**config.mk**
```make
export PLATFORM = sky130hd
export DESIGN_NAME = snoop_filter
export DESIGN_NICKNAME = d
export VERILOG_FILES = /design/src/rtl/snoop_filter.sv
export SDC_FILE = /design/constraint.sdc
export NUM_CORES = 1
export LEC_CHECK = 0
export BUFFER_PORTS_ARGS = -buffer_cell sky130_fd_sc_hd__buf_2
export CAP_MARGIN = 15
export CORE_MARGIN = 5
export CORE_UTILIZATION = 30
export DETAILED_ROUTE_END_ITERATION = 10
export PLACE_DENSITY_LB_ADDON = 0.15
export SKIP_CTS_REPAIR_TIMING = 1
export SLEW_MARGIN = 25
export SYNTH_ARGS = -nofsm -noshare
export SYNTH_HDL_FRONTEND = slang
export SYNTH_SLANG_ARGS = --single-unit
```
**constraint.sdc**
```tcl
create_clock -name clk -period 10.68 [get_ports clk]
set_input_delay 3.204 -clock clk [delete_from_list [all_inputs] [get_ports clk]]
set_output_delay 3.204 -clock clk [all_outputs]
set_load 0.05 [all_outputs]
```
**src/rtl/snoop_filter.sv**
```systemverilog
module snoop_filter #(
  parameter int NC   = 4,
  parameter int SETS = 4,
  parameter int AW   = 16,
  localparam int CW  = $clog2(NC),
  localparam int SW  = $clog2(SETS)
) (
  input  logic          clk,
  input  logic          rst_n,
  input  logic          req_valid,
  output logic          req_ready,
  input  logic [CW-1:0] req_core,
  input  logic [1:0]    req_op,
  input  logic [AW-1:0] req_addr,
  output logic [NC-1:0] snp_valid,
  output logic          snp_inv,
  output logic [AW-1:0] snp_addr,
  input  logic [NC-1:0] snp_ack,
  input  logic [NC-1:0] snp_ack_dirty,
  output logic          rsp_valid,
  output logic [CW-1:0] rsp_core,
  output logic          rsp_excl,
  output logic [1:0]    rsp_src,
  output logic          wb_valid,
  output logic [AW-1:0] wb_addr
);
  localparam int WAYS = 4;
  localparam int TW   = AW - SW;
  localparam int N    = SETS * WAYS;
  localparam int IW   = SW + 2;

  localparam logic [1:0] OP_RD  = 2'd0;
  localparam logic [1:0] OP_RFO = 2'd1;
  localparam logic [1:0] OP_EVD = 2'd3;
  localparam logic [1:0] SRC_OUT = 2'd0;
  localparam logic [1:0] SRC_MEM = 2'd1;
  localparam logic [1:0] SRC_OWN = 2'd2;

  typedef enum logic [1:0] {S_IDLE, S_LOOK, S_WAIT, S_DONE} st_t;
  st_t st;

  logic          e_v   [N];
  logic [TW-1:0] e_tag [N];
  logic [NC-1:0] e_pres[N];
  logic          e_own [N];
  logic          e_dty [N];
  logic [1:0]    e_age [N];

  logic [CW-1:0] core_q;
  logic [1:0]    op_q, way_q, src_q;
  logic [AW-1:0] addr_q, saddr_q;
  logic [NC-1:0] pend;
  logic          hit_q, alloc_q, excl_q, inv_q, adty;

  function automatic logic [IW-1:0] ix(input logic [SW-1:0] s, input int w);
    return {s, 2'(w)};
  endfunction

  wire [SW-1:0] set_s = addr_q[SW-1:0];
  wire [TW-1:0] tag_s = addr_q[AW-1:SW];
  wire [NC-1:0] cbit  = NC'(1) << core_q;
  wire          rdish = (op_q == OP_RD) || (op_q == OP_RFO);

  logic       hit, vfound;
  logic [1:0] hway, vway;
  always_comb begin
    hit = 1'b0; hway = 2'd0; vfound = 1'b0; vway = 2'd0;
    for (int w = 0; w < WAYS; w++)
      if (e_v[ix(set_s, w)] && e_tag[ix(set_s, w)] == tag_s) begin
        hit = 1'b1; hway = 2'(w);
      end
    for (int w = 0; w < WAYS; w++)
      if (!vfound && !e_v[ix(set_s, w)]) begin
        vfound = 1'b1; vway = 2'(w);
      end
    if (!vfound)
      for (int w = 0; w < WAYS; w++)
        if (e_age[ix(set_s, w)] == 2'd3) vway = 2'(w);
  end

  wire [1:0]    cw      = (st == S_LOOK) ? (hit ? hway : vway) : way_q;
  wire [IW-1:0] ci      = {set_s, cw};
  wire [NC-1:0] p_sel   = e_pres[ci];
  wire          own_sel = e_own[ci];
  wire [NC-1:0] others  = p_sel & ~cbit;
  wire          alloc_n = !hit && rdish;

  logic [NC-1:0] tgt;
  always_comb begin
    tgt = '0;
    if (alloc_n)                                 tgt = e_v[ci] ? p_sel : '0;
    else if (hit && op_q == OP_RFO)              tgt = others;
    else if (hit && op_q == OP_RD && own_sel)    tgt = others;
  end

  wire       excl_n = alloc_n || (hit && op_q == OP_RFO) ||
                      (hit && op_q == OP_RD && others == '0);
  wire [1:0] src_n  = alloc_n ? SRC_MEM :
                      (hit && rdish && own_sel && others != '0) ? SRC_OWN : SRC_OUT;

  always_ff @(posedge clk or negedge rst_n) begin
    if (!rst_n) begin
      st <= S_IDLE; core_q <= '0; op_q <= '0; addr_q <= '0; way_q <= '0;
      hit_q <= 1'b0; alloc_q <= 1'b0; excl_q <= 1'b0; src_q <= '0;
      inv_q <= 1'b0; saddr_q <= '0; pend <= '0; adty <= 1'b0;
    end else begin
      case (st)
        S_IDLE: if (req_valid) begin
          core_q <= req_core; op_q <= req_op; addr_q <= req_addr; st <= S_LOOK;
        end
        S_LOOK: begin
          way_q   <= cw;
          hit_q   <= hit;
          alloc_q <= alloc_n;
          excl_q  <= excl_n;
          src_q   <= src_n;
          adty    <= 1'b0;
          inv_q   <= !(hit && op_q == OP_RD);
          saddr_q <= alloc_n ? {e_tag[ci], set_s} : addr_q;
          pend    <= tgt;
          st      <= (tgt != '0) ? S_WAIT : S_DONE;
        end
        S_WAIT: begin
          pend <= pend & ~snp_ack;
          if (|(pend & snp_ack & snp_ack_dirty)) adty <= 1'b1;
          if ((pend & ~snp_ack) == '0) st <= S_DONE;
        end
        default: st <= S_IDLE;
      endcase
    end
  end

  always_ff @(posedge clk or negedge rst_n) begin
    if (!rst_n) begin
      for (int i = 0; i < N; i++) begin
        e_v[i] <= 1'b0; e_tag[i] <= '0; e_pres[i] <= '0;
        e_own[i] <= 1'b0; e_dty[i] <= 1'b0; e_age[i] <= 2'(i);
      end
    end else if (st == S_DONE) begin
      if (alloc_q) begin
        e_v[ci] <= 1'b1; e_tag[ci] <= tag_s; e_pres[ci] <= cbit;
        e_own[ci] <= 1'b1; e_dty[ci] <= 1'b0;
      end else if (hit_q) begin
        case (op_q)
          OP_RD: begin
            e_pres[ci] <= p_sel | cbit; e_own[ci] <= excl_q; e_dty[ci] <= e_dty[ci] | adty;
          end
          OP_RFO: begin
            e_pres[ci] <= cbit; e_own[ci] <= 1'b1; e_dty[ci] <= e_dty[ci] | adty;
          end
          default: begin
            e_pres[ci] <= others;
            e_own[ci]  <= own_sel && (others != '0);
            if (op_q == OP_EVD) e_dty[ci] <= 1'b1;
          end
        endcase
      end
      if (rdish)
        for (int w = 0; w < WAYS; w++) begin
          if (2'(w) == way_q)                      e_age[ix(set_s, w)] <= 2'd0;
          else if (e_age[ix(set_s, w)] < e_age[ci]) e_age[ix(set_s, w)] <= e_age[ix(set_s, w)] + 2'd1;
        end
    end
  end

  assign req_ready = (st == S_IDLE);
  assign snp_valid = (st == S_WAIT) ? pend : '0;
  assign snp_inv   = inv_q;
  assign snp_addr  = saddr_q;
  assign rsp_valid = (st == S_DONE);
  assign rsp_core  = core_q;
  assign rsp_excl  = excl_q;
  assign rsp_src   = src_q;
  assign wb_valid  = (st == S_DONE) && alloc_q && e_v[ci] && (e_dty[ci] || adty);
  assign wb_addr   = {e_tag[ci], set_s};


  one_in_flight_chk: assert property (@(posedge clk) disable iff (!rst_n)
    (req_valid && req_ready) |=> !req_ready);

  ready_after_rsp_chk: assert property (@(posedge clk) disable iff (!rst_n)
    rsp_valid |=> req_ready);

  grant_after_acks_chk: assert property (@(posedge clk) disable iff (!rst_n)
    rsp_valid |-> (snp_valid == '0));

  pend_shrinks_chk: assert property (@(posedge clk) disable iff (!rst_n)
    (snp_valid != '0 && $past(snp_valid) != '0) |-> ((snp_valid & ~$past(snp_valid)) == '0));

  fwd_single_chk: assert property (@(posedge clk) disable iff (!rst_n)
    (snp_valid != '0 && !snp_inv) |-> ($countones(snp_valid) == 1));

  no_self_snoop_chk: assert property (@(posedge clk) disable iff (!rst_n)
    (snp_valid != '0 && !alloc_q) |-> ((snp_valid & cbit) == '0));

  wb_on_fill_chk: assert property (@(posedge clk) disable iff (!rst_n)
    wb_valid |-> (rsp_valid && rsp_src == SRC_MEM));

  for (genvar g = 0; g < N; g++) begin : g_inv

    owner_unique_chk: assert property (@(posedge clk) disable iff (!rst_n)
      e_own[g] |-> ($countones(e_pres[g]) == 1));

    inclusion_chk: assert property (@(posedge clk) disable iff (!rst_n)
      (e_pres[g] != '0) |-> e_v[g]);
  end
endmodule

```
==> run_results.csv <==
group,metric,value,unit
clock_network,worstSkewPairLatency,600,ps
floorplan,core_region_area,70000,sq um
power_and_ir_drop,leakagePower,0.0108,uW
synthesis,synth_nets,1748,
timing,finalSetupViolations,0,
floorplan,fp.dieH,276,um
worst_setup_path,timing.setup.critical_path_class,"register to output port",
synthesis,library_cell_with_the_largest_summed_area_after_synthesis,"dfrtp_1",
clock_network,cts.reportedPaths.clkPinSlew,60,ps
worst_setup_path,element_type_at_the_critical_path_start,"register",
clock_network,cts_buffers,49,
drt,drc,0,
hold_path,hold_path_class,"register to register",
drt,first_iteration_detailed_routing_drc_count,919,
global_routing,grt_first_pass_wirelength,102000,um
worst_setup_path,crit_required,7480,ps
timing,finalHoldViolCount,0,
cells_and_area,synthToLayoutAreaGrowth,14.9,%
synthesis,ys.warnings.count,0,
synthesis,synth_sequential_area_ratio,49.4,%
clock_network,cts-root-buf,"clkbuf_16",
floorplan,effective_utilization_at_floorplan,30.3,%
timing,totalNegativeSetupSlack,0,ps
global_routing,first_global_vias,15100,
cells_and_area,fillers,6923,
outcome,outcome,"finished, final reports clean",
drt,antenna_left,0,
cells_and_area,drive_gt1_share,36.4,%
synthesis,synthesis.area_per_instance,12.4,sq um
clock_network,clock_sink_count,418,
timing,grt_setup_unrepaired,"no",
cells_and_area,nNetsFinal,1811,
drt,routed-via-count,14400,
placement,portBuffers,75,
drt,wl_per_cell,24.5,um
power_and_ir_drop,total_power,8720,uW
synthesis,yosysTopAreaCellShare,47.5,%
synthesis,post_synth_instance_area,21200,sq um
timing,final.min_clock_period,9450,ps
timing,max_slew.worst_pin.slew,1050,ps
synthesis,post_synth_most_frequent_cells,"402 x dfrtp_1, 329 x mux2_2, 137 x nand2_1, 76 x nor2_1, 75 x o21ai_0",
timing,max_slew_margin,30.2,%
floorplan,io-pin-count,76,
synthesis,synth_fa_ha_area_share,0.708,%
clock_network,htreeDepth,2,
drt,routed_via_density,5.25,
global_routing,grt_antenna_before_repair,0,
synthesis,simple_gate_share_of_the_synthesized_area,8.10,%
worst_setup_path,critPathCaptureType,"output port",
synthesis,ys_seq_elements,418,
worst_setup_path,cp-startpoint,"addr_q[0]$_DFFE_PN0P_",
worst_setup_path,timing.reg2reg.setup_slack,3850,ps
floorplan,die_area,76100,sq um
floorplan,core.rowCount,97,
worst_setup_path,reg_to_reg_critical_path_startpoint,"addr_q[0]$_DFFE_PN0P_",
clock_network,cts-root-to-sink-buffers,3,
global_routing,sum_of_overflow_across_all_layers_after_global_routing,0,
synthesis,asyncSetResetFlopFracSynth,100,%
worst_setup_path,worst_ep_arrival_time,6250,ps
placement,place.detailed.hpwl,45600,um
global_routing,grt_max_degree,123,
timing,fmax,106,MHz
global_routing,globalRouteTotalUtil,17.7,%
timing,post-route-period-util,88.5,%
drt,first_pass_iters,5,
worst_setup_path,critPathMaxFanout,44,
worst_setup_path,reg2regPathDepth,15,
placement,gpl.final_weighted_congestion,0.825,
job,drv_cap,0,
synthesis,post_synth_inst_count,1705,
floorplan,die_w,276,um
hold_path,worstHoldEndpoint,"e_v[5]$_DFFE_PN0P_",
synthesis,synth_compound_area_share,8.32,%
synthesis,ys_dominant_reg_cell,"dfrtp_1",
power_and_ir_drop,power-per-cell-area,358,nW/um^2
worst_setup_path,worstReg2RegEnd,"e_own[6]$_DFFE_PN0P_",
synthesis,yosys-top-cells-area,"dfrtp_1 47%, mux2_2 17%, mux4_2 4.8%",
hold_path,worst_hold_startpoint,"e_v[5]$_DFFE_PN0P_",
synthesis,synthMostInstantiatedCell,"dfrtp_1",
synthesis,synth_cell_type_count,81,
power_and_ir_drop,worst_ir_drop_vdd,197,uV
timing,timing.final.max_slew_violations,0,
synthesis,synth_enable_flop_cells,0,
drt,routed_wirelength,67500,um
synthesis,synth_top_family_by_area,"multiplexers",
hold_path,hold_depth,1,
synthesis,xor_xnor_share_of_the_synthesized_area,2.60,%
clock_network,cts_tree,"built",
synthesis,synthMuxAreaShare,27.4,%
timing,clock_skew,28.6,ps
-- metrics by stage --
step                hold slack (ps)  std cells  worst slack [ps]  instance area (sq um)  utilization [%]
floorplan                       430       1705              1300                  21200                -
finish                          461       2750              1230                  24400             34.8
global placement                449       2656              1900                  22700             32.3
detailed placement              447       2656              1870                  22700             32.4
global route                    468       2749               982                  24400             34.8
CTS                             461       2748              1200                  24300             34.7
-- worst max-delay path, stage by stage (launching register included) --
cell	delay [ps]
dfrtp_4	790
buf_12	360
mux4_2	590
xnor2_1	250
nand2_1	80
or4_1	490
nor3_2	430
o41ai_4	240
inv_1	810
mux4_2	610
mux2i_1	200
nor2_1	60
nor3_1	310
buf_2	350
-- cells by family after synthesis --
| family | count (synthesis) |
|---|---|
| multiplexers | 455 |
| adder cells (fa/ha/maj) | 12 |
| buffers and inverters | 152 |
| flip-flops | 418 |
| AND/OR/NAND/NOR | 356 |
| AO/OA/AOI/OAI | 249 |
| XOR/XNOR | 63 |
-- cells in the final DEF, fill, tap and decap left out, drive strengths merged, types with 8 or more instances in the layout --
| cell type | n |
|---|---|
| dfrtp | 402 |
| mux2 | 329 |
| nand2 | 138 |
| buf | 134 |
| nor2 | 78 |
| o21ai | 76 |
| clkbuf | 74 |
| mux2i | 64 |
| mux4 | 62 |
| xnor2 | 57 |
| inv | 31 |
| nor3 | 30 |
| o2bb2ai | 24 |
| o31ai | 21 |
| or2 | 19 |
| a21oi | 17 |
| nand3 | 16 |
| dfstp | 16 |
| a31oi | 15 |
| clkinv | 14 |
| o22ai | 13 |
| nand4 | 12 |
| nand2b | 12 |
| ha | 12 |
| a22o | 11 |
| a211oi | 9 |
| and3 | 9 |
| nor4 | 9 |
| o32ai | 8 |
-- sequential cells by signal, indices dropped and copies added, names as in the netlist, 2 cells and up --
name,count
rsp_core,2
addr_q,16
e_dty,16
rsp_src,2
e_v,16
pend,4
e_age,32
way_q,2
st,2
op_q,2
e_pres,64
e_tag,224
snp_addr,16
e_own,16
-- cell type report --
| type | instances | area (sq um) | share of cell area [%] |
|---|---|---|---|
| Multi-Input combinational cell | 1135 | 10100 | 41.3 |
| Antenna cell | 1 | 2.50 | 0.0103 |
| Sequential cell | 418 | 10500 | 43.1 |
| Inverter | 30 | 113 | 0.462 |
| Clock inverter | 18 | 188 | 0.770 |
| Timing Repair Buffer | 134 | 865 | 3.55 |
| Clock buffer | 74 | 1470 | 6.04 |
| Tap cell | 940 | 1180 | 4.83 |
-- where the power goes --
| part | switching, uW | internal, uW | leakage (uW) |
|---|---|---|---|
| registers | 504 | 2160 | 0.00552 |
| logic | 2750 | 1590 | 0.00449 |
| clock network | 691 | 1020 | 0.000832 |
-- worst max-delay path by stage --
stage	end	slack [ps]	cells past startpoint
finish	wb_valid	1230	13
floorplan	wb_valid	1300	21
global route	wb_addr[12]	980	13
global placement	wb_addr[13]	1900	14
CTS	wb_addr[13]	1200	14
detailed placement	wb_addr[13]	1870	14
-- metal layers --
metal  up-vias  wire, um  global-route usage, %
met5         -         0                      0
met4         0      1390                   4.21
met3        84      3730                   3.29
met2       356     30800                   28.1
met1      7593     31500                   25.3
li1       6414         -                      -
(Power assumes the default switching activity.)
